`src/rtl/twr_pkg.sv`:
```
package twr_pkg;
  localparam int CTRL_BITS = 9;
  localparam int IDX_BITS  = 4;

  typedef struct packed {
    logic [3:0]          chip;
    logic                rd;
    logic [IDX_BITS-1:0] idx;
  } ctrl_t;

  // wire order: chip[3] chip[2] chip[1] dir chip[0] idx[3..0]
  function automatic ctrl_t unpack_ctrl(input logic [CTRL_BITS-1:0] w);
    ctrl_t c;
    c.chip = {w[8:6], w[4]};
    c.rd   = w[5];
    c.idx  = w[3:0];
    return c;
  endfunction
endpackage

```
`src/rtl/twr_frame_seq.sv`:
```
module twr_frame_seq
  import twr_pkg::*;
#(
  parameter int          DW      = 16,
  parameter logic [3:0]  CHIP_ID = 4'b0110,
  localparam int         LAST    = CTRL_BITS + DW,
  localparam int         CW      = $clog2(LAST + 1)
) (
  input  logic                sclk,
  input  logic                rst_n,
  input  logic                sen_n,
  input  logic                sdi,
  output logic [CW-1:0]       cnt,
  output logic                hit,
  output logic                rd,
  output logic [IDX_BITS-1:0] idx
);
  localparam logic [CW-1:0] CNT_LAST  = CW'(LAST);
  localparam logic [CW-1:0] CNT_CTRLZ = CW'(CTRL_BITS - 1);

  logic [CTRL_BITS-2:0] sh_q;
  logic [CW-1:0]        cnt_q;
  logic                 hit_q;
  ctrl_t                ctrl_q;
  ctrl_t                ctrl_d;

  assign ctrl_d = unpack_ctrl({sh_q, sdi});

  always_ff @(posedge sclk or negedge rst_n) begin
    if (!rst_n) begin
      cnt_q  <= '0;
      sh_q   <= '0;
      hit_q  <= 1'b0;
      ctrl_q <= '0;
    end else if (sen_n) begin
      cnt_q <= '0;
      hit_q <= 1'b0;
    end else begin
      if (cnt_q != CNT_LAST) cnt_q <= cnt_q + 1'b1;
      if (cnt_q < CNT_CTRLZ) sh_q <= {sh_q[CTRL_BITS-3:0], sdi};
      if (cnt_q == CNT_CTRLZ) begin
        ctrl_q <= ctrl_d;
        hit_q  <= (ctrl_d.chip == CHIP_ID);
      end
    end
  end

  assign cnt = cnt_q;
  assign hit = hit_q;
  assign rd  = ctrl_q.rd;
  assign idx = ctrl_q.idx;
endmodule

```
`src/rtl/twr_wr_path.sv`:
```
module twr_wr_path
  import twr_pkg::*;
#(
  parameter int  DW   = 16,
  localparam int LAST = CTRL_BITS + DW,
  localparam int CW   = $clog2(LAST + 1)
) (
  input  logic          sclk,
  input  logic          rst_n,
  input  logic          sen_n,
  input  logic          sdi,
  input  logic [CW-1:0] cnt,
  input  logic          hit,
  input  logic          rd,
  output logic          we,
  output logic [DW-1:0] wdata
);
  localparam logic [CW-1:0] CNT_D0   = CW'(CTRL_BITS);
  localparam logic [CW-1:0] CNT_DEND = CW'(LAST - 1);

  logic [DW-2:0] sh_q;
  logic          in_data;

  assign in_data = !sen_n && hit && !rd && (cnt >= CNT_D0) && (cnt <= CNT_DEND);

  always_ff @(posedge sclk or negedge rst_n) begin
    if (!rst_n)       sh_q <= '0;
    else if (in_data) sh_q <= {sh_q[DW-3:0], sdi};
  end

  // commit on the edge that samples the last data bit
  assign we    = in_data && (cnt == CNT_DEND);
  assign wdata = {sh_q, sdi};
endmodule

```
`src/rtl/twr_reg_bank.sv`:
```
module twr_reg_bank #(
  parameter int  DW   = 16,
  parameter int  AW   = 4,
  localparam int NREG = 2 ** AW
) (
  input  logic               sclk,
  input  logic               rst_n,
  input  logic               we,
  input  logic [AW-1:0]      addr,
  input  logic [DW-1:0]      wdata,
  output logic [DW-1:0]      rdata,
  output logic [NREG*DW-1:0] flat
);
  for (genvar g = 0; g < NREG; g++) begin : g_reg
    logic [DW-1:0] q;
    always_ff @(posedge sclk or negedge rst_n) begin
      if (!rst_n)                        q <= '0;
      else if (we && addr == AW'(g))     q <= wdata;
    end
    assign flat[g*DW +: DW] = q;
  end

  assign rdata = flat[addr*DW +: DW];
endmodule

```
`src/rtl/twr_rd_path.sv`:
```
module twr_rd_path
  import twr_pkg::*;
#(
  parameter int  DW   = 16,
  localparam int LAST = CTRL_BITS + DW,
  localparam int CW   = $clog2(LAST + 1)
) (
  input  logic          sclk,
  input  logic          rst_n,
  input  logic          sen_n,
  input  logic [CW-1:0] cnt,
  input  logic          hit,
  input  logic          rd,
  input  logic [DW-1:0] rdata,
  output logic          sdo,
  output logic          oe_n
);
  localparam logic [CW-1:0] CNT_D0   = CW'(CTRL_BITS);
  localparam logic [CW-1:0] CNT_DEND = CW'(LAST - 1);

  logic [DW-1:0] sh_q;
  logic          drv_q;

  always_ff @(posedge sclk or negedge rst_n) begin
    if (!rst_n) begin
      sh_q  <= '0;
      drv_q <= 1'b0;
    end else if (sen_n) begin
      drv_q <= 1'b0;
    end else if (hit && rd && cnt == CNT_D0) begin
      sh_q  <= rdata;
      drv_q <= 1'b1;
    end else if (drv_q && cnt <= CNT_DEND) begin
      sh_q <= {sh_q[DW-2:0], 1'b0};
    end else begin
      drv_q <= 1'b0;
    end
  end

  assign sdo  = sh_q[DW-1];
  assign oe_n = !(drv_q && !sen_n);
endmodule

```
`src/rtl/three_wire_slave.sv`:
```
module three_wire_slave
  import twr_pkg::*;
#(
  parameter int         DW      = 16,
  parameter logic [3:0] CHIP_ID = 4'b0110,
  localparam int        NREG    = 2 ** IDX_BITS,
  localparam int        CW      = $clog2(CTRL_BITS + DW + 1)
) (
  input  logic               sclk,
  input  logic               rst_n,
  input  logic               sen_n,
  input  logic               sdio_in,
  output logic               sdio_out,
  output logic               sdio_oe_n,
  output logic [NREG*DW-1:0] regs_flat
);
  logic [CW-1:0]       cnt;
  logic                hit, rd, we;
  logic [IDX_BITS-1:0] idx;
  logic [DW-1:0]       wdata, rdata;

  twr_frame_seq #(.DW(DW), .CHIP_ID(CHIP_ID)) u_seq (
    .sclk(sclk), .rst_n(rst_n), .sen_n(sen_n), .sdi(sdio_in),
    .cnt(cnt), .hit(hit), .rd(rd), .idx(idx)
  );

  twr_wr_path #(.DW(DW)) u_wr (
    .sclk(sclk), .rst_n(rst_n), .sen_n(sen_n), .sdi(sdio_in),
    .cnt(cnt), .hit(hit), .rd(rd), .we(we), .wdata(wdata)
  );

  twr_reg_bank #(.DW(DW), .AW(IDX_BITS)) u_bank (
    .sclk(sclk), .rst_n(rst_n), .we(we), .addr(idx),
    .wdata(wdata), .rdata(rdata), .flat(regs_flat)
  );

  twr_rd_path #(.DW(DW)) u_rd (
    .sclk(sclk), .rst_n(rst_n), .sen_n(sen_n), .cnt(cnt),
    .hit(hit), .rd(rd), .rdata(rdata), .sdo(sdio_out), .oe_n(sdio_oe_n)
  );
endmodule

```
`config.mk`:
```
export PLATFORM = sky130hd
export DESIGN_NAME = three_wire_slave
export DESIGN_NICKNAME = d
export VERILOG_FILES = /design/src/rtl/twr_pkg.sv /design/src/rtl/twr_frame_seq.sv /design/src/rtl/twr_wr_path.sv /design/src/rtl/twr_reg_bank.sv /design/src/rtl/twr_rd_path.sv /design/src/rtl/three_wire_slave.sv
export SDC_FILE = /design/constraint.sdc
export NUM_CORES = 1
export LEC_CHECK = 0
export CAP_MARGIN = 20
export CELL_PAD_IN_SITES_DETAIL_PLACEMENT = 0
export CELL_PAD_IN_SITES_GLOBAL_PLACEMENT = 2
export CORE_ASPECT_RATIO = 0.7
export CORE_UTILIZATION = 45
export DETAILED_ROUTE_END_ITERATION = 7
export DONT_BUFFER_PORTS = 1
export PLACE_DENSITY = 0.84
export RECOVER_POWER = 100
export SYNTH_ARGS = -nofsm -noshare
export SYNTH_HDL_FRONTEND = slang
export SYNTH_SLANG_ARGS = --single-unit
```
`constraint.sdc`:
```
create_clock -name sclk -period 5.19 [get_ports sclk]
set_input_delay 1.2975 -clock sclk [delete_from_list [all_inputs] [get_ports sclk]]
set_output_delay 1.2975 -clock sclk [all_outputs]
set_load 0.02 [all_outputs]
```
==> flow_summary.yaml, run 1 <==
timing:
  hold_slack_ns: 0.431
  worst_slew_pin_slew_ns: 2.32
  post-route-min-period_ns: 3.92
  finalHoldViolCount: 0
  fin_ws_ns: 1.27
  rsz0062_at_grt: "no"
  relSlewSlack_pct: -56.1
  drv_slew: 103
  skew_ns: 0.0146
  timing.final.crit_share_pct: 75.6
  setup_viol: 0
  setup_tns_ns: 0
  fmax_mhz: 255
worst_setup_path:
  required_ns: 5.64
  cp_slowest_stage_delay_ns: 1.10
  path_cells: "buf_4 -> nand4b_1 -> nor3_1 -> clkbuf_1 -> mux2_2"
  critical_path_class: "reg -> reg"
  start_kind: "flop"
  r2r_start: "u_seq.idx[1]"
  path_max_fanout: 34
  crit_family: "buffers and inverters"
  arrival_ns: 4.37
  reg2reg_setup_slack_ns: 1.27
  worst_r2r_endpoint: "u_bank.g_reg[0].q[3]"
  crit_buf_inv: 2
  slowest_stage: "dfrtp_1"
  reg2reg_depth: 5
  worstSetupEndpointType: "flop"
grt:
  grt_most_used_layer: "met2"
  grt_pass1_wl_mm: 58.6
  grtUsageMet2_pct: 36.5
  grt_use_met1_pct: 36.0
  grt_max_degree: 308
  antenna_found_initial: 1
  overflow: 0
  grt_usage_pct: 25.2
  grt.met3_usage_pct: 9.33
  grt_pass1_vias: 8397
finish:
  drive_gt1_share_pct: 41.1
  area_growth_pct: 8.94
  fin_nets: 945
  fin_area_um2: 15200
  most-common-layout-cells: "dfrtp_1, mux2_2, mux2i_1"
  final_cell_count_no_fill: 1375
  layout_commonest_cell: "dfrtp_1"
  fillers: 2665
clock_network:
  cts_setup_buffers: 0
  cts_tree: "built"
  cts_buffers: 31
  root_buffer: "clkbuf_16"
  cts_resized: 0
  path_clk_slew_ns: 0.07
  cts_buffer_depth: 3
  ctsHtreeMaxLevel: 1
  cts.sinks: 307
  insertion_delay_ns: 0.56
  holdBufCountCts: 0
placement:
  io_buffers: 0
  place_ws_ns: 1.83
  placedCellCount: 1316
  placed_cell_area_um2: 14300
  finalWeightedCongestion: 0.819
  dp_hpwl_mm: 26.6
yosys:
  synth_xor_area_share_pct: 0.189
  synth_edf_count: 0
  yosys.area_share.simple_pct: 5.15
  ys_seq_elements: 307
  synth_top_family_by_area: "multiplexers"
  synth_adder_area_share_pct: 0.270
  synth_compound_area_share_pct: 3.59
  synthMuxAreaShare_pct: 32.8
  syn_area_um2: 13900
  synth-seq-area-share_pct: 55.2
  ys.warnings.count: 0
  synthFlopType: "dfrtp_1"
  syn_avg_cell_area_um2: 14.5
  ys_types: 49
  synth.net_count: 965
  synth_cells: 958
  synthArstFlopShare_pct: 100
route:
  drc: 0
  drt_iter0_markers: 453
  num_vias: 8320
  routed_wl_mm: 39.8
  viasPerCell: 6.05
  final_antenna_net_count: 0
  drt_pass1_iterations: 5
  wl_per_cell_um: 29.0
job:
  maxCapViolCount: 3
floorplanning:
  fp.dieW_um: 212
  die_h_um: 149
  core_area_um2: 30200
  io_pins: 262
  rows: 53
  initial_utilization_pct: 46.1
  die_area_um2: 31700
hold_path:
  hold_path_class: "in -> async"
status:
  violations: "capacitance limit, slew limit"
  status: "finished, violations left"
power_and_ir_drop:
  power_leakage_nw: 6.91
  peakVddDrop_v: 0.000236
  pwr_density_cell_nw_per_um2: 317
area by class of cell:
cell class	count	area [um^2]	share of cell area, %
clock buffers	50	957	6.31
repair buffers	20	153	1.01
inverters	4	15.0	0.0990
flip-flops and latches	307	7680	50.6
clock inverters	7	41.3	0.272
diodes	1	2.50	0.0165
multi-input cells	574	5800	38.3
well taps	412	515	3.40
kinds of logic (layout without fill, tap and decap cells):
family | after synthesis | after routing
xor gates and xnor gates | 3 | 3
other | 0 | 1
and+or+nand+nor | 118 | 118
adders and majority gates | 3 | 3
muxes | 381 | 381
DFF | 307 | 307
buffers and inverters | 77 | 81
AOI/OAI and AO/OA | 69 | 69
how the worst max path moves through the flow:
stage | from | to | slack (ns) | cells past startpoint
after floorplan | sen_n | u_bank.g_reg[0].q[10] | 2.23 | 6
after global placement | sen_n | u_bank.g_reg[6].q[11] | 1.75 | 4
after detailed placement | sen_n | u_bank.g_reg[12].q[13] | 1.83 | 4
after CTS | u_seq.idx[0] | u_bank.g_reg[13].q[12] | 2.04 | 5
after global routing | u_seq.idx[0] | u_bank.g_reg[13].q[11] | 1.01 | 6
final | u_seq.idx[1] | u_bank.g_reg[0].q[3] | 1.27 | 5
per-stage QoR:
step / power, mW / util, %
5_1_grt: 4.96 / 50.2
3_5_place_dp: 2.67 / 47.1
2_1_floorplan: 2.63 / -
3_3_place_gp: 2.66 / 47.0
6_report: 4.81 / 50.2
4_1_cts: 4.86 / 50.4
cell usage after synthesis, drive strengths merged, types with 6 or more instances:
cell | number | area [um^2]
nor3 | 21 | 141
buf | 56 | 313
nand2b | 7 | 43.8
a211oi | 15 | 113
nand3b | 6 | 45.0
nand3 | 10 | 50.1
mux4 | 32 | 721
nor2 | 35 | 161
a22o | 15 | 131
clkbuf | 17 | 65.1
dfrtp | 307 | 7680
mux2i | 64 | 641
o22ai | 30 | 188
mux2 | 285 | 3210
nor4 | 15 | 100
power by group:
group	switching [mW]	total [mW]	internal (mW)
logic	0.0891	0.166	0.0772
registers	0.0377	2.46	2.42
clock network	0.932	2.19	1.25
total	1.06	4.81	3.75
state kept, by name, indices dropped and copies added (netlist names):
name / flops
u_bank.g.q: 256
u_rd.drv_q: 1
u_rd.sh_q: 16
u_seq.cnt: 5
u_seq.hit: 1
u_seq.idx: 4
u_seq.rd: 1
u_seq.sh_q: 8
u_wr.sh_q: 15
routing by layer:
metal  share of wire, %  wire [um]
met2                 43      17300
met5                  0          0
met3                 10       4160
met1                 44      17700
met4                1.7        693
(Power assumes the default switching activity.)
==> inputs of run 2 (changes only) <==
Settings changed: CORE_UTILIZATION 45 to 40, PLACE_DENSITY 0.84 to 0.79.
Clock period 5.19 ns to 3.3 ns, I/O delays scaled along.
==> run 2 against run 1 <==
The run ends with hold timing left; sequential cell count unchanged; power increased by 60%; largest cell class unchanged; non-clock buffer count rose by 14; register-to-register slack got worse by 0.82 ns; clock power rose by 63%; first-iteration DRC count grew 15%; utilization decreased by 4.9 points; critical path depth unchanged; global-route usage is 1.5 points lower; clock skew rose by 0.0025 ns.
==> flow_summary.yaml, run 2 (synthesis gave the netlist of run 1 again) <==
status:
  status: "finished, violations left"
  violations: "hold timing"
worst_setup_path:
  r2r_start: "u_seq.cnt[2]"
  crit_buf_inv: 1
  critical_path_class: "reg -> reg"
  reg2reg_depth: 5
  worst_r2r_endpoint: "u_rd.sh_q[4]"
  arrival_ns: 3.24
  worstSetupEndpointType: "flop"
  start_kind: "flop"
  required_ns: 3.69
  slowest_stage: "or2_0"
  reg2reg_setup_slack_ns: 0.45
  path_max_fanout: 16
  crit_path_start: "u_seq.cnt[2]"
  path_cells: "or3b_1 -> nor3_4 -> buf_4 -> or2_0 -> a211oi_1"
  cp_slowest_stage_delay_ns: 0.90
  crit_family: "simple AND/OR/NAND/NOR gates"
route:
  viasPerCell: 5.80
  drt_pass1_iterations: 6
  num_vias: 8355
  wl_per_cell_um: 29.2
  drc: 0
  drt_iter0_markers: 521
  routed_wl_mm: 42.0
  final_antenna_net_count: 0
timing:
  relSlewSlack_pct: 19.0
  setup_viol: 0
  skew_ns: 0.0171
  fmax_mhz: 350
  setup_tns_ns: 0
  rsz0062_at_grt: "no"
  hold_slack_ns: -0.0309
  timing.final.crit_share_pct: 86.5
  finalHoldViolCount: 97
  post-route-min-period_ns: 2.85
  drv_slew: 0
  worst_slew_pin_slew_ns: 1.21
finish:
  fillers: 3111
  reg_top3: "u_bank.g.q (256), u_rd.sh_q (16), u_wr.sh_q (15)"
  diodes: 0
  final_cell_count_no_fill: 1440
  fin_nets: 959
  fin_area_um2: 15300
  layout_commonest_cell: "dfrtp_1"
  largest_reg_flops: 256
  most-common-layout-cells: "dfrtp_1, mux2_2, mux2i_1"
  drive_gt1_share_pct: 41.9
  regMostFlops: "u_bank.g.q"
  area_growth_pct: 10.2
placement:
  io_buffers: 0
  dp_hpwl_mm: 28.2
  finalWeightedCongestion: 0.795
  placed_cell_area_um2: 14400
  placedCellCount: 1383
clock_network:
  ctsHtreeMaxLevel: 1
  cts_tree: "built"
  cts_buffers: 31
  insertion_delay_ns: 0.57
  root_buffer: "clkbuf_16"
  cts_buffer_depth: 3
  path_clk_slew_ns: 0.07
  cts.sinks: 307
job:
  maxCapViolCount: 0
power_and_ir_drop:
  pwr_density_cell_nw_per_um2: 502
  power_leakage_nw: 6.99
  peakVddDrop_v: 0.000286
grt:
  grt_pass1_wl_mm: 61.6
  grt.met3_usage_pct: 7.68
  grt_max_degree: 308
  grt_use_met1_pct: 33.0
  antenna_found_initial: 1
  grt_most_used_layer: "met2"
  overflow: 0
  grt_usage_pct: 23.6
  grtUsageMet2_pct: 36.4
  grt_pass1_vias: 8680
floorplanning:
  initial_utilization_pct: 41.1
  core_area_um2: 33900
  rows: 56
  die_area_um2: 35600
  die_h_um: 158
  io_pins: 262
  fp.dieW_um: 225
hold_path:
  hold_path_class: "in -> async"
[run 2: cell types whose count changed in the layout (fill, tap and decap cells not counted), moves of 2 or more]
| cell | before | now |
|---|---|---|
| clkinv_2 | 5 | 7 |
| nor2_1 | 31 | 28 |
| nor2_2 | 4 | 7 |
| clkbuf_8 | 11 | 8 |
| buf_12 | 0 | 2 |
| bufinv_16 | 0 | 2 |
| clkbuf_1 | 14 | 17 |
| clkbuf_2 | 1 | 10 |
[run 2: stage by stage]
step | total power, mW | utilization [%] | worst slack, ns | hold slack [ns]
after global placement | 4.20 | 42.6 | 0.748 | 0.499
after CTS | 7.80 | 45.6 | 0.695 | -0.0624
after floorplan | 4.13 | - | 0.815 | 0.482
after detailed placement | 4.21 | 42.6 | 0.703 | 0.502
after global routing | 7.96 | 45.3 | 0.266 | -0.0710
final | 7.71 | 45.3 | 0.446 | -0.0309
[run 2: area by class of cell]
cell class	instances	area (um^2)	share of cell area, %
Sequential cell	307	7690	50.1
Multi-Input combinational cell	574	5820	37.9
Tap cell	464	581	3.78
Clock buffer	46	912	5.94
Timing Repair Buffer	34	218	1.42
Inverter	4	15.0	0.0978
Clock inverter	11	111	0.726
[run 2: worst register-to-register path, stage by stage (launching register included)]
cell	delay [ns]
dfrtp_1	0.46
or3b_1	0.50
nor3_4	0.33
buf_4	0.29
or2_0	0.91
a211oi_1	0.19
[run 2: worst max path at each step]
stage / to / slack [ns] / cells after the start
6_report: u_rd.sh_q[4] / 0.45 / 5
4_1_cts: u_bank.g_reg[2].q[15] / 0.70 / 5
3_5_place_dp: u_bank.g_reg[2].q[3] / 0.70 / 5
5_1_grt: u_rd.sh_q[8] / 0.27 / 5
2_1_floorplan: u_bank.g_reg[0].q[10] / 0.82 / 6
3_3_place_gp: u_bank.g_reg[2].q[12] / 0.75 / 5
[run 2: repair_timing]
action                                  CTS  global route
resized for setup                         0             0
setup buffers                             0             0
endpoints found under the setup margin    0             0
endpoints found under the hold margin   307           149
[run 2: metal layers]
metal / up-vias / part of all wire [%]
li1: 3560 / -
met1: 4509 / 45
met2: 247 / 45
met3: 39 / 8.0
met4: 0 / 1.3
met5: - / 0
[run 2: power by group]
| part | internal, mW | switching, mW | leakage [nW] | total, mW |
|---|---|---|---|---|
| Clock | 2.06 | 1.52 | 0.508 | 3.58 |
| Combinational | 0.123 | 0.149 | 2.22 | 0.272 |
| Sequential | 3.80 | 0.0549 | 4.26 | 3.86 |
| Total | 5.99 | 1.72 | 6.99 | 7.71 |
